--- config.mk ---
export PLATFORM = sky130hd
export DESIGN_NAME = mcv_top
export DESIGN_NICKNAME = d
export VERILOG_FILES = /design/src/rtl/mcv_pkg.sv /design/src/rtl/mcv_filler.sv /design/src/rtl/mcv_src_mux.sv /design/src/rtl/mcv_timer.sv /design/src/rtl/mcv_seq.sv /design/src/rtl/mcv_top.sv
export SDC_FILE = /design/constraint.sdc
export NUM_CORES = 1
export LEC_CHECK = 0
export ABC_AREA = 0
export BUFFER_PORTS_ARGS = -buffer_cell sky130_fd_sc_hd__buf_2
export CORE_ASPECT_RATIO = 1.5
export CORE_UTILIZATION = 40
export CTS_CLUSTER_SIZE = 16
export DETAILED_ROUTE_END_ITERATION = 6
export SLEW_MARGIN = 20
export SYNTH_ARGS = -nofsm -noshare
export SYNTH_HDL_FRONTEND = slang
export SYNTH_SLANG_ARGS = --single-unit
--- constraint.sdc ---
create_clock -name clk -period 4 [get_ports clk]
set_input_delay 0.8 -clock clk [delete_from_list [all_inputs] [get_ports clk]]
set_output_delay 0.8 -clock clk [all_outputs]
set_load 0.005 [all_outputs]
--- src/rtl/mcv_pkg.sv ---
// Shared types for the memory copy and verify controller.
// Assumes: one sequencer state machine and one timer state machine use these.
package mcv_pkg;

    // Sequencer states: idle, fill, copy (read, capture, write), verify (read, capture, wait, compare)
    typedef enum logic [3:0] {
        ST_IDLE,
        ST_FILL,
        ST_CRD,
        ST_CCAP,
        ST_CWR,
        ST_VRD,
        ST_VCAP,
        ST_VWAIT,
        ST_VCMP
    } mcv_state_t;

    // Elapsed-cycle timer states
    typedef enum logic {
        TM_STOP,
        TM_RUN
    } mcv_tm_state_t;

endpackage

--- src/rtl/mcv_filler.sv ---
// Pattern filler: while enabled, walks an index from 0 upward and issues one
// source write per cycle with data equal to the index XOR a fixed constant.
// Assumes: enable stays high for exactly DEPTH cycles; the index returns to 0
// whenever enable is low.
module mcv_filler #(
    parameter int              AW      = 4,
    parameter int              DW      = 8,
    parameter logic [DW-1:0]   PATTERN = 8'hA5
) (
    input  logic          clk,
    input  logic          rst_n,
    input  logic          en,
    output logic          we,
    output logic [AW-1:0] addr,
    output logic [DW-1:0] data,
    output logic          last
);

    logic [AW-1:0] idx;

    // Index counter: advances while filling, parks at zero otherwise
    always_ff @(posedge clk) begin
        if (!rst_n) begin
            idx <= '0;
        end else if (en) begin
            idx <= idx + 1'b1;
        end else begin
            idx <= '0;
        end
    end

    // Write port drive: pattern derived from the current index
    always_comb begin
        we   = en;
        addr = idx;
        data = DW'(idx) ^ PATTERN;
        last = en && (&idx);
    end

endmodule

--- src/rtl/mcv_src_mux.sv ---
// Source-port selector: hands the source memory port either to the filler or
// to the copy/compare sequencer.
// Assumes: the sequencer never writes the source; only the filler does.
module mcv_src_mux #(
    parameter int AW = 4,
    parameter int DW = 8
) (
    input  logic          clk,
    input  logic          rst_n,
    input  logic          sel_fill,
    input  logic          fill_we,
    input  logic [AW-1:0] fill_addr,
    input  logic [DW-1:0] fill_data,
    input  logic [AW-1:0] seq_addr,
    output logic          mem_we,
    output logic [AW-1:0] mem_addr,
    output logic [DW-1:0] mem_wdata
);

    // Port selection between filler and sequencer
    always_comb begin
        if (sel_fill) begin
            mem_we    = fill_we;
            mem_addr  = fill_addr;
            mem_wdata = fill_data;
        end else begin
            mem_we    = 1'b0;
            mem_addr  = seq_addr;
            mem_wdata = '0;
        end
    end


    fill_only_write_chk: assert property (@(posedge clk) disable iff (!rst_n)
        mem_we |-> sel_fill);

endmodule

--- src/rtl/mcv_timer.sv ---
// Elapsed-cycle timer: a counter plus a two-state run/stop machine.
// clr zeroes the count and stops it; go starts counting on the next cycle;
// halt stops it after counting the current cycle.
// Assumes: go and halt are never high together.
module mcv_timer #(
    parameter int CW = 32
) (
    input  logic          clk,
    input  logic          rst_n,
    input  logic          clr,
    input  logic          go,
    input  logic          halt,
    output logic [CW-1:0] count
);
    import mcv_pkg::*;

    mcv_tm_state_t tst;

    // Run/stop control
    always_ff @(posedge clk) begin
        if (!rst_n || clr) begin
            tst <= TM_STOP;
        end else if (go) begin
            tst <= TM_RUN;
        end else if (halt) begin
            tst <= TM_STOP;
        end
    end

    // Counter: increments once per running cycle
    always_ff @(posedge clk) begin
        if (!rst_n || clr) begin
            count <= '0;
        end else if (tst == TM_RUN) begin
            count <= count + 1'b1;
        end
    end


    frozen_count_chk: assert property (@(posedge clk) disable iff (!rst_n)
        (tst == TM_STOP && !clr && !go) |=> $stable(count));

endmodule

--- src/rtl/mcv_seq.sv ---
// Copy/compare sequencer. After a start pulse it runs the fill (carried out by
// the filler), then copies each source word into the destination, then reads
// both memories back and compares them. Destination accesses wait for dst_rdy.
// Assumes: both memories return read data one cycle after the address.
module mcv_seq #(
    parameter int AW = 4,
    parameter int DW = 8
) (
    input  logic          clk,
    input  logic          rst_n,
    input  logic          start,
    input  logic          dst_rdy,
    output logic          fill_en,
    input  logic          fill_last,
    output logic [AW-1:0] src_addr,
    input  logic [DW-1:0] src_rdata,
    output logic          dst_en,
    output logic          dst_we,
    output logic [AW-1:0] dst_addr,
    output logic [DW-1:0] dst_wdata,
    input  logic [DW-1:0] dst_rdata,
    output logic          tm_clr,
    output logic          tm_go,
    output logic          tm_halt,
    output logic          busy,
    output logic          done,
    output logic          err,
    output logic [AW-1:0] err_addr
);
    import mcv_pkg::*;

    mcv_state_t    st, st_nx;
    logic [AW-1:0] idx;
    logic [DW-1:0] hold;
    logic          last_idx;
    logic          accept;

    assign last_idx = &idx;
    assign accept   = (st == ST_IDLE) && start;

    // Next-state selection
    always_comb begin
        st_nx = st;
        case (st)
            ST_IDLE:  if (start) st_nx = ST_FILL;
            ST_FILL:  if (fill_last) st_nx = ST_CRD;
            ST_CRD:   st_nx = ST_CCAP;
            ST_CCAP:  st_nx = ST_CWR;
            ST_CWR:   if (dst_rdy) st_nx = last_idx ? ST_VRD : ST_CRD;
            ST_VRD:   st_nx = ST_VCAP;
            ST_VCAP:  st_nx = ST_VWAIT;
            ST_VWAIT: if (dst_rdy) st_nx = ST_VCMP;
            ST_VCMP:  st_nx = last_idx ? ST_IDLE : ST_VRD;
            default:  st_nx = ST_IDLE;
        endcase
    end

    // State register
    always_ff @(posedge clk) begin
        if (!rst_n) st <= ST_IDLE;
        else        st <= st_nx;
    end

    // Word index: advances after each destination write and each compare
    always_ff @(posedge clk) begin
        if (!rst_n || accept) begin
            idx <= '0;
        end else if ((st == ST_CWR && dst_rdy) || st == ST_VCMP) begin
            idx <= idx + 1'b1;
        end
    end

    // Holding register for the source word one cycle after its address
    always_ff @(posedge clk) begin
        if (!rst_n) begin
            hold <= '0;
        end else if (st == ST_CCAP || st == ST_VCAP) begin
            hold <= src_rdata;
        end
    end

    // Sticky mismatch flag and first failing address
    always_ff @(posedge clk) begin
        if (!rst_n || accept) begin
            err      <= 1'b0;
            err_addr <= '0;
        end else if (st == ST_VCMP && hold != dst_rdata && !err) begin
            err      <= 1'b1;
            err_addr <= idx;
        end
    end

    // Completion pulse, raised as the final compare retires
    always_ff @(posedge clk) begin
        if (!rst_n) done <= 1'b0;
        else        done <= (st == ST_VCMP) && last_idx;
    end

    // Port and timer control decode
    always_comb begin
        fill_en   = (st == ST_FILL);
        src_addr  = idx;
        dst_addr  = idx;
        dst_wdata = hold;
        dst_we    = (st == ST_CWR) && dst_rdy;
        dst_en    = ((st == ST_CWR) || (st == ST_VWAIT)) && dst_rdy;
        tm_clr    = accept;
        tm_go     = (st == ST_FILL) && fill_last;
        tm_halt   = (st == ST_VCMP) && last_idx;
        busy      = (st != ST_IDLE);
    end


    err_sticky_chk: assert property (@(posedge clk) disable iff (!rst_n)
        (err && !start) |=> err);


    fill_no_dst_chk: assert property (@(posedge clk) disable iff (!rst_n)
        fill_en |-> !dst_en);


    start_ignored_chk: assert property (@(posedge clk) disable iff (!rst_n)
        (busy && st != ST_VCMP) |=> busy);

endmodule

--- src/rtl/mcv_top.sv ---
// Memory copy and verify controller top. Ties the filler, the source-port
// selector, the sequencer and the elapsed-cycle timer together. Both memories
// are outside the block and attach through the src_* and dst_* ports.
// Assumes: synchronous memories with one cycle of read latency.
module mcv_top #(
    parameter int            AW      = 4,
    parameter int            DW      = 8,
    parameter int            CW      = 32,
    parameter logic [DW-1:0] PATTERN = 8'hA5
) (
    input  logic          clk,
    input  logic          rst_n,
    input  logic          start,
    input  logic          dst_rdy,
    output logic          src_we,
    output logic [AW-1:0] src_addr,
    output logic [DW-1:0] src_wdata,
    input  logic [DW-1:0] src_rdata,
    output logic          dst_en,
    output logic          dst_we,
    output logic [AW-1:0] dst_addr,
    output logic [DW-1:0] dst_wdata,
    input  logic [DW-1:0] dst_rdata,
    output logic          busy,
    output logic          done,
    output logic          err,
    output logic [AW-1:0] err_addr,
    output logic [CW-1:0] cycles
);

    logic          fill_en, fill_we, fill_last;
    logic [AW-1:0] fill_addr, seq_src_addr;
    logic [DW-1:0] fill_data;
    logic          tm_clr, tm_go, tm_halt;

    mcv_filler #(.AW(AW), .DW(DW), .PATTERN(PATTERN)) u_filler (
        .clk   (clk),
        .rst_n (rst_n),
        .en    (fill_en),
        .we    (fill_we),
        .addr  (fill_addr),
        .data  (fill_data),
        .last  (fill_last)
    );

    mcv_src_mux #(.AW(AW), .DW(DW)) u_src_mux (
        .clk       (clk),
        .rst_n     (rst_n),
        .sel_fill  (fill_en),
        .fill_we   (fill_we),
        .fill_addr (fill_addr),
        .fill_data (fill_data),
        .seq_addr  (seq_src_addr),
        .mem_we    (src_we),
        .mem_addr  (src_addr),
        .mem_wdata (src_wdata)
    );

    mcv_seq #(.AW(AW), .DW(DW)) u_seq (
        .clk       (clk),
        .rst_n     (rst_n),
        .start     (start),
        .dst_rdy   (dst_rdy),
        .fill_en   (fill_en),
        .fill_last (fill_last),
        .src_addr  (seq_src_addr),
        .src_rdata (src_rdata),
        .dst_en    (dst_en),
        .dst_we    (dst_we),
        .dst_addr  (dst_addr),
        .dst_wdata (dst_wdata),
        .dst_rdata (dst_rdata),
        .tm_clr    (tm_clr),
        .tm_go     (tm_go),
        .tm_halt   (tm_halt),
        .busy      (busy),
        .done      (done),
        .err       (err),
        .err_addr  (err_addr)
    );

    mcv_timer #(.CW(CW)) u_timer (
        .clk   (clk),
        .rst_n (rst_n),
        .clr   (tm_clr),
        .go    (tm_go),
        .halt  (tm_halt),
        .count (cycles)
    );


    dst_gate_chk: assert property (@(posedge clk) disable iff (!rst_n)
        dst_en |-> dst_rdy);


    done_pulse_chk: assert property (@(posedge clk) disable iff (!rst_n)
        done |=> !done);


    done_idle_chk: assert property (@(posedge clk) disable iff (!rst_n)
        done |-> !busy);


    cycles_hold_chk: assert property (@(posedge clk) disable iff (!rst_n)
        (done && !start) |=> $stable(cycles));

endmodule

# Word-level counts from Yosys, hierarchy flattened
# Index checks and enable logic that the tools add are counted.
dict set report totals {
  inputBits 20
  ff_bits 59
  word_cells 59
  output_inout_bits 66
}
dict set report classes {
  reduce_logical 21
  n_eq_ne 13
  n_mux 12
  n_addsub 3
  bitwise_logic 1
}
# op count
set op_table {}
lappend op_table {{one-hot mux 4 bit (9 select lines)} 1}
lappend op_table {{adder 32 x 1 -> 32 bit, second input constant} 1}
lappend op_table {{two-way mux 4 bit} 5}
lappend op_table {{equality test 4 x 3 -> 1 bit, second input constant} 4}
lappend op_table {{AND reduction 4 bit} 3}
lappend op_table {{adder 4 x 1 -> 4 bit, second input constant} 2}
lappend op_table {{equality test 4 x 2 -> 1 bit, second input constant} 2}
lappend op_table {{logical AND 1 bit} 8}
lappend op_table {{two-way mux 8 bit} 1}
lappend op_table {{inequality test 8 bit} 1}
lappend op_table {{two-way mux 3 bit} 2}
lappend op_table {{inequality test 2 bit, second input constant} 3}
lappend op_table {{equality test 4 x 1 -> 1 bit, second input constant} 1}
lappend op_table {{equality test 4 bit, second input constant} 1}
lappend op_table {{logical NOT 4 bit} 1}
lappend op_table {{logical OR 1 bit} 4}
lappend op_table {{inverter 2 -> 4 bit} 1}
lappend op_table {{nonzero test 4 bit} 1}
lappend op_table {{two-way mux 1 bit} 3}
lappend op_table {{logical NOT 1 bit} 2}
lappend op_table {{inequality test 2 x 1 -> 1 bit, second input constant} 1}
lappend op_table {{AND reduction 2 bit} 1}
lappend op_table {{nonzero test 2 bit} 1}

# Longest topological paths before layout
dict set report depth {
  ltp_word 4
  depth_mapped 7
  mapped_depth_nobuf 5
}

# Hierarchy
# From an unflattened synthesis, not the netlist that was laid out.
dict set report hier_totals {
  hier_cells 366
  hier_area_um2 3164.3
}
# module n_inst seq_area_each_um2 area_per_inst_um2 cells_each
set modules_own_cells {}
lappend modules_own_cells {mcv_timer 1 660.6 1589.0 189}
lappend modules_own_cells {mcv_seq 1 440.4 1222.4 137}
lappend modules_own_cells {mcv_filler 1 80.1 229.0 26}
lappend modules_own_cells {mcv_src_mux 1 0.0 123.9 14}

# Least setup slack after synthesis
# OpenSTA, ideal clock, no wires.
dict set report synth_path {
  kind {flip-flop to output port}
  start {reg u_seq.st[1]}
  end {out src_addr[3]}
  path_slack_ns 1.603
  n_path_buf 2
  required_ns 3.200
  path_stages_with_launch 7
  t_arrival_ns 1.597
  cell_sequence {dfxtp_1 clkbuf_1 or4b_1 clkbuf_1 inv_1 and2_1 a21o_1}
}
dict set report synth_between {
  elab_chain_cells 2
}
# element line
set synth_rtl {}
lappend synth_rtl {{start: declaration} mcv_seq.sv:32} ;# mcv_state_t st, st_nx;
lappend synth_rtl {{start signal: assignment} mcv_seq.sv:61} ;# else st <= st_nx;
lappend synth_rtl {{equality test 4 x 1 -> 1 bit} mcv_seq.sv:101} ;# fill_en = (st == ST_FILL);
lappend synth_rtl {{two-way mux 4 bit} mcv_src_mux.sv:22} ;# if (sel_fill) begin
lappend synth_rtl {{end: declaration} mcv_top.sv:16} ;# output logic [AW-1:0] src_addr,
# Every way passes these cells.

# Worst setup path after layout
dict set report layout_path {
  start {reg u_seq.st[2]}
  end {out src_addr[3]}
}
# Same word-level chain as after synthesis.

==> out/qor.yml <==
logic_synthesis:
  yosys.area_share.adder: 0.01263
  asyncSetResetFlopFracSynth: 0
  ys_seq_area_frac: 0.3975
  synth.avg_cell_area_um2: 8.515
  synth-seq-cells: 59
  ys_dominant_reg_cell: "dfxtp_1"
  syn-cell-area_mm2: 0.002972
  synthesis_warnings: 0
  synth-edff-count: 0
  post_synth_inst_count: 349
  synthSimpleGateAreaFrac: 0.2779
  dominant_combinational_cell_family_by_area_after_synthesis: "simple AND/OR/NAND/NOR gates"
  post_synth_num_cell_types: 47
  synth-compound-area-share: 0.1179
  synth.mux.area_fraction: 0.06442
  synthXorXnorAreaFrac: 0.07663
pwr:
  power_per_cell_area_mw_per_mm2: 393.8
  power.switching_fraction: 0.2709
  p_int_mw: 1.034
  p_leak_nw: 1.493
  largest_vdd_supply_drop_v: 0.0003665
  net-switching-power_uw: 384.3
  power.sequential.fraction: 0.446
  comb_pwr_share: 0.155
  total_power_mw: 1.419
  clock_group_share_of_total_power: 0.399
final_layout:
  diodes: 0
  finalNetCount: 443
  ratio_of_cells_with_drive_above_1_in_the_final_layout: 0.2400
  final_core_area_utilization: 0.4984
  layout_overhead_on_the_synthesized_area_pct: 21.22
  final_area_mm2: 0.003602
  finalNonFillerCells: 525
detailed_routing:
  vias_per_cell: 5.343
  wl_mm: 7.400
  detailedRoute.firstIterationViolations: 175
  wl_per_cell_um: 14.10
  num_vias: 2805
  route.detailed.drc: 0
  antenna_violating_nets_post_route: 0
  drt-pass1-iter-count: 4
timing:
  max-slew-margin-rel: 0.4455
  slew_violations: 0
  timing.final.crit_share: 0.7240
  rsz_0062_raised_after_global_routing: "false"
  setup_total_negative_slack_ps: 0
  period_minus_slack_ps: 2896
  report.final.setup_viol: 0
  fmaxAchievable_mhz: 345.3
  worstMarginPinSlew_ps: 826.7
  clock-skew-final_ps: 5.601
  final-hold-violation-count: 0
cts:
  number_of_clock_sinks_seen_by_cts: 59
  postCtsSetupBuffers: 0
  tritoncts_clock_tree: "done"
  clk_transition_reported_paths_ps: 70
  cts_inserted_buffers: 9
  ctsRootBufferMaster: "clkbuf_8"
  cts.repair.resized: 0
  cts_max_level: 3
  ctsHoldBuffers: 0
  cts_buffer_depth: 2
  clk_latency_ps: 340
place:
  dp_cells: 509
  dpl.hpwl_mm: 5.392
  detailed_place.area_mm2: 0.003396
  routabilityCongestion: 0.8043
  port_buffers: 83
grt:
  grt_overflow: 0
  pin_count_of_the_biggest_net_entering_global_routing: 37
  global_route.usage.total: 0.2016
  first_global_vias: 2594
  grt_first_pass_wirelength_mm: 12.09
  initial_antenna_violation_count: 0
worst_setup_path:
  worst-path-max-fanout: 13
  crit_path_start_kind: "register"
  worst_path_max_delay_cell: "or4b_1"
  worst-endpoint-arrival_ps: 2100
  crit_path_cell_trace: "or4b_1, inv_1, and2_1, a21o_1, buf_2"
  cp_data_required_time_ps: 3200
  crit_path_max_incr_delay_ps: 710
  worstSetupEndpointType: "primary output"
  crit_type: "reg -> out"
floorplanning:
  start_util: 0.4112
  top_level_ports: 86
  placement_rows: 38
  dieHeight_um: 107.6
  die_w_um: 72.38
  design.die.area_mm2: 0.007785
  core_area_mm2: 0.007227
run:
  cap_violations: 0
worst_hold_path:
  worstHoldPathType: "reg -> reg"
run_status:
  outcome: "complete, no violations"
==> flip-flops by register name (all words and copies together) (netlist names) <==
signal and count:
u_timer.count 32, u_seq.err_addr 4, u_seq.st 4, u_seq.err 1
u_timer.tst 1, u_filler.addr 4, u_seq.done 1, u_seq.dst_addr 4
u_seq.dst_wdata 8
==> cell usage in the layout, fill, tap and decap left out, types with 2 or more instances in the layout <==
cell type,n
buf_4,2
ha_1,3
mux2i_1,18
o21a_1,2
nand3b_1,2
nand2_1,34
inv_1,5
nor2_1,33
and2_1,4
and4_1,3
and3_1,7
nand3_1,20
nand4bb_1,2
clkbuf_1,3
o21ai_0,3
xor2_1,14
nand4_1,10
xnor2_1,12
clkbuf_8,12
or4_1,16
a211oi_1,3
nor3_1,5
o31ai_1,14
nor4_1,6
conb_1,2
buf_2,83
or3_1,4
a21o_1,2
a21oi_1,23
o41ai_1,2
dfxtp_1,59
nand2b_1,2
==> layer usage <==
| layer | GRT usage | wire (um) |
|---|---|---|
| met1 | 0.2181 | 3057 |
| met2 | 0.3598 | 3873 |
| met3 | 0.05805 | 345 |
| met4 | 0.08263 | 123 |
| met5 | 0 | 0 |
==> cell usage after synthesis, types with 2 or more instances <==
cell	n	area, um^2
buf_4	4	30.03
a211oi_1	3	22.52
and2_1	4	25.02
ha_1	3	37.54
nor2_1	33	123.9
buf_2	6	30.03
nand3b_1	2	15.01
buf_6	2	22.52
inv_1	5	18.77
o31ai_1	14	105.1
o21ai_0	3	15.01
o41ai_1	2	17.52
a21o_1	2	15.01
nand2_1	34	127.6
nand4bb_1	2	22.52
nor4_1	6	37.54
and4_1	3	26.28
nand2b_1	2	12.51
clkbuf_1	13	48.80
o21a_1	2	15.01
or4_1	16	120.1
a21oi_1	23	115.1
nor3_1	5	25.02
xor2_1	14	122.6
mux2i_1	18	180.2
nand4_1	10	62.56
dfxtp_1	59	1181
and3_1	7	43.79
nand3_1	20	100.1
xnor2_1	12	105.1
or3_1	4	25.02
==> power groups by stage <==
stage                     sequential [mW]  clock (mW)  combinational (mW)
after global routing                0.637       0.609               0.245
after global placement              0.643           0               0.222
after floorplan                     0.627           0               0.182
after detailed placement            0.645           0               0.222
final                               0.633       0.566               0.220
after CTS                           0.632       0.582               0.223
==> worst paths after layout <==
kind                                                     start                        endpoint  slack, ps  cells past startpoint
worst max-delay path                  u_seq.st[2]$_SDFFE_PN0P_                     src_addr[3]       1100                      5
worst min-delay path            u_seq.err_addr[3]$_SDFFE_PP0P_  u_seq.err_addr[3]$_SDFFE_PP0P_        460                      2
worst max register to register   u_timer.count[6]$_SDFFE_PP0P_  u_timer.count[20]$_SDFFE_PP0P_       1740                      4
worst min register to register  u_seq.err_addr[3]$_SDFFE_PP0P_  u_seq.err_addr[3]$_SDFFE_PP0P_        460                      2
==> area by class of cell <==
| type | count | area (um^2) |
|---|---|---|
| fillers | 770 | 3625 |
| well taps | 100 | 125.1 |
| inverters | 5 | 18.77 |
| clock buffers | 15 | 176.4 |
| repair buffers | 85 | 430.4 |
| flip-flops and latches | 59 | 1181 |
| multi-input cells | 260 | 1640 |
| clock inverters | 1 | 30.03 |
==> worst max-delay path: cells and delay by family (launching register included) <==
kind | cells | cell delay [ps]
AOI/OAI and AO/OA | 1 | 90
and+or+nand+nor | 2 | 910
DFF | 1 | 440
buffers and inverters | 2 | 330
==> logic make-up (layout without fill, tap and decap cells) <==
family / after synthesis / after routing
xor+xnor: 26 / 26
simple gates: 155 / 155
fa+ha+maj: 3 / 3
flops: 59 / 59
compound gates: 55 / 55
mux: 19 / 19
buf+inv: 31 / 106
other cells: 1 / 2
==> through the flow <==
step | hold slack [ps] | setup slack (ps)
after global routing | 484.5 | 946.5
after global placement | 441.4 | 1516
after floorplan | 441.7 | 1603
after CTS | 464.2 | 1094
after detailed placement | 453.6 | 1471
final | 458.9 | 1104
Power figures use the tool's default switching activity.
